## src/rtl/trg_pkg.sv

```systemverilog
package trg_pkg;
  localparam int CHIPS_PER_HS = 10;
  localparam int NUM_ALGOS    = 10;
  localparam int HS_CNT_W     = 4;

  // Algorithm bit positions within the result word
  localparam int A_OUT_UD    = 0;
  localparam int A_LAYERS    = 1;
  localparam int A_DLAYER    = 2;
  localparam int A_FOUR      = 3;
  localparam int A_OUT_UD_IN = 4;
  localparam int A_GLOBAL    = 5;
  localparam int A_MULT_IN   = 6;
  localparam int A_MULT_OUT  = 7;
  localparam int A_MULT_TOT  = 8;
  localparam int A_IN_UD     = 9;

  typedef struct packed {
    logic up_in;
    logic lo_in;
    logic up_out;
    logic lo_out;
  } region_t;

  function automatic logic [HS_CNT_W-1:0] pop_hs(input logic [CHIPS_PER_HS-1:0] v);
    logic [HS_CNT_W-1:0] s;
    s = '0;
    for (int i = 0; i < CHIPS_PER_HS; i++) s = s + HS_CNT_W'(v[i]);
    return s;
  endfunction
endpackage

```

## src/rtl/trg_mask_stage.sv

```systemverilog
module trg_mask_stage #(
  parameter int W_IN  = 20,
  parameter int W_OUT = 40
) (
  input  logic             clk,
  input  logic             rst_n,
  input  logic             frame_vld,
  input  logic [W_IN-1:0]  hits_in,
  input  logic [W_OUT-1:0] hits_out,
  input  logic [W_IN-1:0]  mask_in,
  input  logic [W_OUT-1:0] mask_out,
  output logic             s1_vld,
  output logic [W_IN-1:0]  s1_in,
  output logic [W_OUT-1:0] s1_out
);
  always_ff @(posedge clk or negedge rst_n) begin
    if (!rst_n) begin
      s1_vld <= 1'b0;
      s1_in  <= '0;
      s1_out <= '0;
    end else begin
      s1_vld <= frame_vld;
      if (frame_vld) begin
        s1_in  <= hits_in & ~mask_in;
        s1_out <= hits_out & ~mask_out;
      end
    end
  end

  // suppressed chips never reach the algorithms
  p_mask_in_r1: assert property (@(posedge clk) disable iff (!rst_n)
    s1_vld |-> ((s1_in & $past(mask_in)) == '0));
  p_mask_out_r1: assert property (@(posedge clk) disable iff (!rst_n)
    s1_vld |-> ((s1_out & $past(mask_out)) == '0));
endmodule

```

## src/rtl/trg_hs_reduce.sv

```systemverilog
module trg_hs_reduce
  import trg_pkg::*;
#(
  parameter int              N_HS     = 2,
  parameter logic [N_HS-1:0] UPPER    = '0,
  localparam int             W        = N_HS * CHIPS_PER_HS
) (
  input  logic                           clk,
  input  logic                           rst_n,
  input  logic                           en,
  input  logic [W-1:0]                   bits,
  output logic                           up_or,
  output logic                           lo_or,
  output logic [N_HS-1:0][HS_CNT_W-1:0]  hs_cnt
);
  logic [N_HS-1:0] hs_any;

  for (genvar h = 0; h < N_HS; h++) begin : g_hs
    logic [CHIPS_PER_HS-1:0] seg;
    assign seg       = bits[h*CHIPS_PER_HS +: CHIPS_PER_HS];
    assign hs_any[h] = |seg;

    always_ff @(posedge clk or negedge rst_n) begin
      if (!rst_n)  hs_cnt[h] <= '0;
      else if (en) hs_cnt[h] <= pop_hs(seg);
    end

    // a half-stave count never exceeds its chip count
    p_cnt_range_r6: assert property (@(posedge clk) disable iff (!rst_n)
      hs_cnt[h] <= HS_CNT_W'(CHIPS_PER_HS));
  end

  always_ff @(posedge clk or negedge rst_n) begin
    if (!rst_n) begin
      up_or <= 1'b0;
      lo_or <= 1'b0;
    end else if (en) begin
      up_or <= |(hs_any & UPPER);
      lo_or <= |(hs_any & ~UPPER);
    end
  end
endmodule

```

## src/rtl/trg_algo_eval.sv

```systemverilog
module trg_algo_eval
  import trg_pkg::*;
#(
  parameter int N_IN     = 2,
  parameter int N_OUT    = 4,
  parameter int CW       = 6,
  parameter int HOLD_CYC = 5,
  localparam int HW      = $clog2(HOLD_CYC + 1)
) (
  input  logic                            clk,
  input  logic                            rst_n,
  input  logic                            s2_vld,
  input  region_t                         reg_or,
  input  logic [N_IN-1:0][HS_CNT_W-1:0]   cnt_in_hs,
  input  logic [N_OUT-1:0][HS_CNT_W-1:0]  cnt_out_hs,
  input  logic [CW-1:0]                   thr_in,
  input  logic [CW-1:0]                   thr_out,
  input  logic [CW-1:0]                   thr_tot,
  input  logic [NUM_ALGOS-1:0]            algo_en,
  output logic                            trig_vld,
  output logic [NUM_ALGOS-1:0]            trig_word
);
  logic [CW-1:0]        sum_in, sum_out, sum_tot;
  logic [NUM_ALGOS-1:0] res;
  logic [HW-1:0]        hold;
  logic                 or_in, or_out, ud_out, ud_in;

  always_comb begin
    sum_in = '0;
    for (int h = 0; h < N_IN; h++) sum_in = sum_in + CW'(cnt_in_hs[h]);
    sum_out = '0;
    for (int h = 0; h < N_OUT; h++) sum_out = sum_out + CW'(cnt_out_hs[h]);
    sum_tot = sum_in + sum_out;
  end

  assign or_in  = reg_or.up_in | reg_or.lo_in;
  assign or_out = reg_or.up_out | reg_or.lo_out;
  assign ud_out = reg_or.up_out & reg_or.lo_out;
  assign ud_in  = reg_or.up_in & reg_or.lo_in;

  always_comb begin
    res              = '0;
    res[A_OUT_UD]    = ud_out;
    res[A_LAYERS]    = or_out & or_in;
    res[A_DLAYER]    = (sum_in >= thr_in) & (sum_out >= thr_out);
    res[A_FOUR]      = ud_out & ud_in;
    res[A_OUT_UD_IN] = ud_out & or_in;
    res[A_GLOBAL]    = or_out | or_in;
    res[A_MULT_IN]   = sum_in >= thr_in;
    res[A_MULT_OUT]  = sum_out >= thr_out;
    res[A_MULT_TOT]  = sum_tot >= thr_tot;
    res[A_IN_UD]     = ud_in;
  end

  always_ff @(posedge clk or negedge rst_n) begin
    if (!rst_n) begin
      trig_vld  <= 1'b0;
      trig_word <= '0;
      hold      <= '0;
    end else begin
      trig_vld <= s2_vld;
      if (s2_vld) begin
        trig_word <= res & algo_en;
        hold      <= HW'(HOLD_CYC - 1);
      end else if (hold != '0) begin
        hold <= hold - 1'b1;
      end else begin
        trig_word <= '0;
      end
    end
  end

  // one valid pulse per frame, exactly one stage later
  p_vld_follow_r9: assert property (@(posedge clk) disable iff (!rst_n)
    s2_vld |=> trig_vld);
  p_vld_quiet_r9: assert property (@(posedge clk) disable iff (!rst_n)
    !s2_vld |=> !trig_vld);
  // disabled algorithms report 0
  p_disabled_zero_r8: assert property (@(posedge clk) disable iff (!rst_n)
    trig_vld |-> ((trig_word & ~$past(algo_en)) == '0));
  // the word changes only to a new result or to 0
  p_hold_stable_r10: assert property (@(posedge clk) disable iff (!rst_n)
    (trig_word != '0 && !trig_vld) |-> (trig_word == $past(trig_word)));
  // an upper+lower outer coincidence implies a global hit
  p_global_cover_r7: assert property (@(posedge clk) disable iff (!rst_n)
    (trig_vld && trig_word[A_OUT_UD]) |-> (trig_word[A_GLOBAL] || !$past(algo_en[A_GLOBAL])));
endmodule

```

## src/rtl/hit_coinc_trigger.sv

```systemverilog
module hit_coinc_trigger
  import trg_pkg::*;
#(
  parameter int               N_INNER   = 2,
  parameter int               N_OUTER   = 4,
  parameter logic [N_INNER-1:0] IN_UPPER  = 2'b01,
  parameter logic [N_OUTER-1:0] OUT_UPPER = 4'b0011,
  parameter int               HOLD_CYC  = 5,
  localparam int              WI        = N_INNER * CHIPS_PER_HS,
  localparam int              WO        = N_OUTER * CHIPS_PER_HS,
  localparam int              CW        = $clog2(WI + WO + 1)
) (
  input  logic                 clk,
  input  logic                 rst_n,
  input  logic                 frame_vld,
  input  logic [WI-1:0]        hits_inner,
  input  logic [WO-1:0]        hits_outer,
  input  logic [WI-1:0]        mask_inner,
  input  logic [WO-1:0]        mask_outer,
  input  logic [CW-1:0]        thr_inner,
  input  logic [CW-1:0]        thr_outer,
  input  logic [CW-1:0]        thr_total,
  input  logic [NUM_ALGOS-1:0] algo_en,
  output logic                 trig_vld,
  output logic [NUM_ALGOS-1:0] trig_word
);
  logic          s1_vld, s2_vld;
  logic [WI-1:0] s1_in;
  logic [WO-1:0] s1_out;
  region_t       reg_or;
  logic [N_INNER-1:0][HS_CNT_W-1:0] cnt_in_hs;
  logic [N_OUTER-1:0][HS_CNT_W-1:0] cnt_out_hs;

  trg_mask_stage #(.W_IN(WI), .W_OUT(WO)) u_mask (
    .clk(clk), .rst_n(rst_n), .frame_vld(frame_vld),
    .hits_in(hits_inner), .hits_out(hits_outer),
    .mask_in(mask_inner), .mask_out(mask_outer),
    .s1_vld(s1_vld), .s1_in(s1_in), .s1_out(s1_out)
  );

  trg_hs_reduce #(.N_HS(N_INNER), .UPPER(IN_UPPER)) u_red_in (
    .clk(clk), .rst_n(rst_n), .en(s1_vld), .bits(s1_in),
    .up_or(reg_or.up_in), .lo_or(reg_or.lo_in), .hs_cnt(cnt_in_hs)
  );

  trg_hs_reduce #(.N_HS(N_OUTER), .UPPER(OUT_UPPER)) u_red_out (
    .clk(clk), .rst_n(rst_n), .en(s1_vld), .bits(s1_out),
    .up_or(reg_or.up_out), .lo_or(reg_or.lo_out), .hs_cnt(cnt_out_hs)
  );

  always_ff @(posedge clk or negedge rst_n) begin
    if (!rst_n) s2_vld <= 1'b0;
    else        s2_vld <= s1_vld;
  end

  trg_algo_eval #(.N_IN(N_INNER), .N_OUT(N_OUTER), .CW(CW), .HOLD_CYC(HOLD_CYC)) u_eval (
    .clk(clk), .rst_n(rst_n), .s2_vld(s2_vld), .reg_or(reg_or),
    .cnt_in_hs(cnt_in_hs), .cnt_out_hs(cnt_out_hs),
    .thr_in(thr_inner), .thr_out(thr_outer), .thr_tot(thr_total),
    .algo_en(algo_en), .trig_vld(trig_vld), .trig_word(trig_word)
  );

  // a result appears exactly after the third sampling edge
  p_latency_r9: assert property (@(posedge clk) disable iff (!rst_n)
    s1_vld |=> ##1 trig_vld);
endmodule

```

## config.mk

```make
export PLATFORM = sky130hd
export DESIGN_NAME = hit_coinc_trigger
export DESIGN_NICKNAME = d
export VERILOG_FILES = /design/src/rtl/trg_pkg.sv /design/src/rtl/trg_mask_stage.sv /design/src/rtl/trg_hs_reduce.sv /design/src/rtl/trg_algo_eval.sv /design/src/rtl/hit_coinc_trigger.sv
export SDC_FILE = /design/constraint.sdc
export NUM_CORES = 1
export LEC_CHECK = 0
export BUFFER_PORTS_ARGS = -buffer_cell sky130_fd_sc_hd__buf_2
export CAP_MARGIN = 20
export CORE_UTILIZATION = 55
export DETAILED_ROUTE_END_ITERATION = 8
export PLACE_DENSITY = 0.88
export SLEW_MARGIN = 20
export SYNTH_ARGS = -nofsm -noshare
export SYNTH_HDL_FRONTEND = slang
export SYNTH_SLANG_ARGS = --single-unit
```

## constraint.sdc

```tcl
create_clock -name clk -period 5.6 [get_ports clk]
set_clock_uncertainty 0.15 [all_clocks]
set_input_delay 0.84 -clock clk [delete_from_list [all_inputs] [get_ports clk]]
set_output_delay 0.84 -clock clk [all_outputs]
set_load 0.01 [all_outputs]
```

* Word level (Yosys, flattened, before mapping)
Cells that the tools add are included.
Word-level totals: register bits 104, bits of input ports 151, output and inout bits 11, logic and storage cells 105
Operators by class: add/subtract/negate cells 60, magnitude comparators 3, eq/ne operators 1, multiplexer cells 4, bitwise operators 14, reduce and logical (&&, ||, !) cells 6
Operators by type and width (number):
- 4-bit by 1-bit adder with 4-bit output | 48
- 40-bit bitwise AND | 1
- 40-bit NOT | 1
- 20-bit OR reduction | 2
- 20-bit bitwise AND | 1
- 10-bit 2-to-1 mux | 2
- 20-bit NOT | 1
- 10-bit OR reduction | 2
- 6-bit >= comparator | 3
- 1-bit by 1-bit adder with 2-bit output | 6
- 6-bit by 4-bit adder with 6-bit output | 2
- 4-bit by 4-bit adder with 5-bit output | 2
- 10-bit bitwise AND | 1
- 6-bit adder | 1
- 1-bit bitwise AND | 6
- 3-bit 2-to-1 mux | 2
- 1-bit OR | 3
- 3-bit nonzero test | 1
- 3-bit by 1-bit subtractor with 3-bit output (second input constant) | 1
- 2-bit inequality test (second input constant) | 1
- 2-bit nonzero test | 1

* Depth between registers and ports, before layout
depth after elaboration 9, mapped depth 17, mapped depth without buffers 17

* Modules after synthesis
A second synthesis with hierarchy kept.
Unflattened totals: cell total of the unflattened synthesis 669, area, all modules 6737.7 µm²
Modules (own cells, without submodules):
- trg_mask_stage | instances 1, cells an instance 254, area each 2583.7 µm², seq. area each 1526.5 µm²
- trg_hs_reduce (u_red_out) | instances 1, cells an instance 155, area each 1639.1 µm², seq. area each 450.4 µm²
- trg_algo_eval | instances 1, cells an instance 172, area each 1610.3 µm², seq. area each 350.3 µm²
- trg_hs_reduce (u_red_in) | instances 1, cells an instance 87, area each 879.6 µm², seq. area each 250.2 µm²
- hit_coinc_trigger | instances 1, cells an instance 1, area each 25.0 µm², seq. area each 25.0 µm²

* Least setup slack after synthesis
No wires, ideal clock.
path type flip-flop to flip-flop, from register u_red_out.hs_cnt[0] (netlist bit), to register u_eval.trig_word[8], setup time 0.130 ns, data arrival time 3.747 ns, data required time 5.320 ns, path slack 1.573 ns, stages on the path, launching flop included 15, buffers on the path 0, clock period less this slack 4.027 ns, cell sequence dfrtp_1 -> ha_1 -> fa_1 -> fa_1 -> ha_1 -> fa_1 -> ha_1 -> a21o_1 -> a21oi_1 -> xnor2_1 -> ha_1 -> a21o_1 -> a21o_1 -> a32oi_1 -> o21ai_0
On the way: word-level cells in the longest chain between the ends 7
Ends and longest elaborated chain:
- start: declaration | RTL line trg_hs_reduce.sv:14 | output logic [N_HS-1:0][HS_CNT_W-1:0] hs_cnt
- start signal: indexed assignment | RTL line trg_hs_reduce.sv:25 | else if (en) hs_cnt[h] <= pop_hs(seg);
- 4-bit by 4-bit adder with 5-bit output | RTL line trg_algo_eval.sv:32 | for (int h = 0; h < N_OUT; h++) sum_out = sum_out + CW'(cnt_out_hs[h]);
- 6-bit by 4-bit adder with 6-bit output (2 in a row) | RTL line trg_algo_eval.sv:32
- 6-bit adder | RTL line trg_algo_eval.sv:33 | sum_tot = sum_in + sum_out;
- 6-bit >= comparator | RTL line trg_algo_eval.sv:51 | res[A_MULT_TOT] = sum_tot >= thr_tot;
- 10-bit bitwise AND | RTL line trg_algo_eval.sv:63 | trig_word <= res & algo_en;
- 10-bit 2-to-1 mux | RTL line trg_algo_eval.sv:62 | if (s2_vld) begin
- end signal: assignment | RTL line trg_algo_eval.sv:63
- end: declaration | RTL line trg_algo_eval.sv:21 | output logic [NUM_ALGOS-1:0] trig_word
Every way passes these cells. A chain may end at the register's enable or synchronous reset.

* Final worst setup path
Same ends and word-level chain as after synthesis.

==> out/summary.txt <==
outcome - completed
Pleak - 0.00421 uW
placer congestion estimate - 0.823
FMAX - 0.233 GHz
slew margin rel. - 46.4%
FF-to-FF End - u_eval.trig_word[8]
clock tree buffer depth - 2
buffers plus inverters on the worst setup path - 0
worst setup margin - 1.31 ns
cts hold-fix bufs - 0
Port Buf Inserts - 161
Setup-failing EPs final - 0
die width - 113 um
Async S/R FF share, synth - 100%
CTS tree - built
Net Switching - 1760 uW
HPWL Detailed - 10.6 mm
Chip Height - 113 um
Levels on crit path - 14
fin crit share - 76.6%
drt first pass iters - 4
# resized after CTS - 0
Ports - 162
ys flop type - dfrtp_1
Flop pwr share - 22.1%
register bit total from synthesis - 104
Worst path slowest cell - fa_1
Reg2Reg Launch Point - u_red_out.hs_cnt[0]
std cell rows - 40
Setup Buffers After CTS - 0
pre-CTS worst setup slack - 1.36 ns
Pwr per Cell Area - 547 mW/mm^2
EDFF count, synth - 0
Final Hold Viols - 0
layout cells sized above 1 - 23.5%
Vias - 4954
GRT overflow - 0
Yosys cell types - 40
register-to-register setup slack - 1.31 ns
HP Class - flip-flop to flip-flop
first-pass GRT wire length - 22.6 mm
vias per cell - 5.21
Clk Latency, worst-skew pair - 0.35 ns
Final ANT Viol Nets - 0
crit path to - u_eval.trig_word[8]
antenna cells - 0
H-tree levels - 3
DRC viols - 0
WP data arrival - 4.37 ns
pin count of the biggest net entering global routing - 88
cts bufs inserted - 9
Ys Warns - 0
sw frac - 40.6%
RSZ-0062 raised after global routing - false
hold slack - 0.339 ns
Slew @ Worst Pin - 0.804 ns
Peak supply drop - 0.577 mV
CP most frequent cell - ha_1
CP max FO - 4
sequential share of the synthesized area - 38.6%
Crit path largest cell delay - 0.50 ns
setup tns final - 0 ns
post-synthesis cell area - 0.00673 sq mm
R2R depth - 14
critical setup path kind - flip-flop to flip-flop
DR iter-0 viols - 239
crit path cell chain - ha_1 -> fa_1 -> fa_1 -> ha_1 -> fa_1 -> ha_1 -> a21o_1 -> a21oi_1 -> xnor2_1 -> ha_1 -> a21o_1 -> a21o_1 -> a32oi_1 -> o21ai_0
Net count, final - 1066
MaxCap Viol Count - 0
commonest non-fill, non-tap cell in the layout - buf_2
Net Count, Synth - 910
initial core utilization - 56.3%
syn_area_per_cell - 10.5 sq um
Pint - 2580 uW
Period minus WS final - 4.29 ns
area grow syn2layout - 17.9%
crit end category - flip-flop
gr usage total - 22.6%
Root Driver - clkbuf_16
crit start category - flip-flop
synthesized instance count - 643
Avg WL per Cell - 14.2 um
Gate power share - 64.1%
total wire length - 13.4 mm
clock group share of total power - 13.7%
core area - 0.0120 sq mm
Worst Setup SP - u_red_out.hs_cnt[0]
clk sinks - 104
Largest delay share family, worst path - adder cells
die area - 0.0127 sq mm
vias in the first global route - 4989
antenna violations before repair - 0
CTS clk-pin slew, worst paths - 0.07 ns
CP Data Required Time - 5.68 ns
fin. max-slew vios - 0
commonest cells after routing, fill and taps aside - buf_2 (159), inv_1 (122), dfrtp_1 (104), ha_1 (72), o21ai_0 (64)
[routing by layer]
metal  global-route usage, %  wire (um)  share of wire, %
met1                    28.2       5860                44
met2                    40.5       6900                51
met3                    2.97        505               3.8
met4                    7.38        187               1.4
met5                       0          0                 0
[sequential cells by signal, summed over array words and instances, names as in the netlist]
signal and cells:
u_eval.hold 3, u_eval.trig_vld 1, u_red_out.lo_or 1, u_red_in.up_or 1, u_mask.s1_out 40, u_red_out.hs_cnt 16
u_mask.s1_vld 1, u_red_out.up_or 1, u_red_in.lo_or 1, s2_vld 1, u_mask.s1_in 20, u_red_in.hs_cnt 8
u_eval.trig_word 10
[worst min path at each step]
stage | start | end | slack (ns) | cells past startpoint
floorplan | u_mask.s1_vld | s2_vld | 0.20 | 0
global placement | u_eval.trig_word[4] | u_eval.trig_word[4] | 0.31 | 2
detailed placement | u_eval.trig_word[4] | u_eval.trig_word[4] | 0.32 | 2
CTS | u_eval.trig_word[4] | u_eval.trig_word[4] | 0.34 | 2
global route | u_eval.trig_word[3] | u_eval.trig_word[3] | 0.36 | 1
finish | u_eval.hold[2] | u_eval.hold[2] | 0.34 | 1
[power groups by stage]
stage               clock network (uW)  logic [uW]  registers [uW]
CTS                                599        2790             963
global placement                     0        2610             967
global route                       632        3200             978
finish                             596        2790             962
detailed placement                   0        2760             976
floorplan                            0        2160             958
[cell type report]
class,instances,area [sq um]
well taps,147,184
clock inverters,3,17.5
flip-flops and latches,104,2600
inverters,122,458
fillers,906,4020
clock buffers,12,256
repair buffers,164,833
multi-input cells,398,3590
[metrics by stage]
step / instance area, sq um / cells / power, uW / utilization, %
2_1_floorplan: 6730 / 643 / 3120 / -
3_3_place_gp: 7670 / 935 / 3580 / 64.1
3_5_place_dp: 7670 / 935 / 3740 / 64.1
4_1_cts: 7940 / 950 / 4350 / 66.4
5_1_grt: 7940 / 950 / 4810 / 66.4
6_report: 7940 / 950 / 4350 / 66.4
[cell families (layout without fill, tap and decap cells)]
kind of cell             count (synthesis)  count (layout)  share of synthesized area, %
flip-flops                             104             104                          38.6
AO/OA/AOI/OAI                          133             133                          11.6
multiplexers                            10              10                          1.67
XOR/XNOR                                17              17                          2.21
AND/OR/NAND/NOR                        122             122                          11.3
buffers and inverters                  141             301                          8.06
adder cells (fa/ha/maj)                116             116                          26.5
[cells in the mapped netlist (5+ instances only)]
library cell  instances  area, sq um
buf_2                 8         40.0
clkbuf_1             10         37.5
a21o_1               20          150
xnor2_1              13          114
nand2_1               7         26.3
fa_1                 44          881
mux2_2               10          113
nor2_1               26         97.6
nor4_1                6         37.5
a21oi_1              31          155
nand3b_1             61          458
o21ai_0              64          320
inv_1               122          458
a32o_1                6         60.1
dfrtp_1             104         2600
ha_1                 72          901
nand4_1               5         31.3
(Power assumes the default switching activity.)
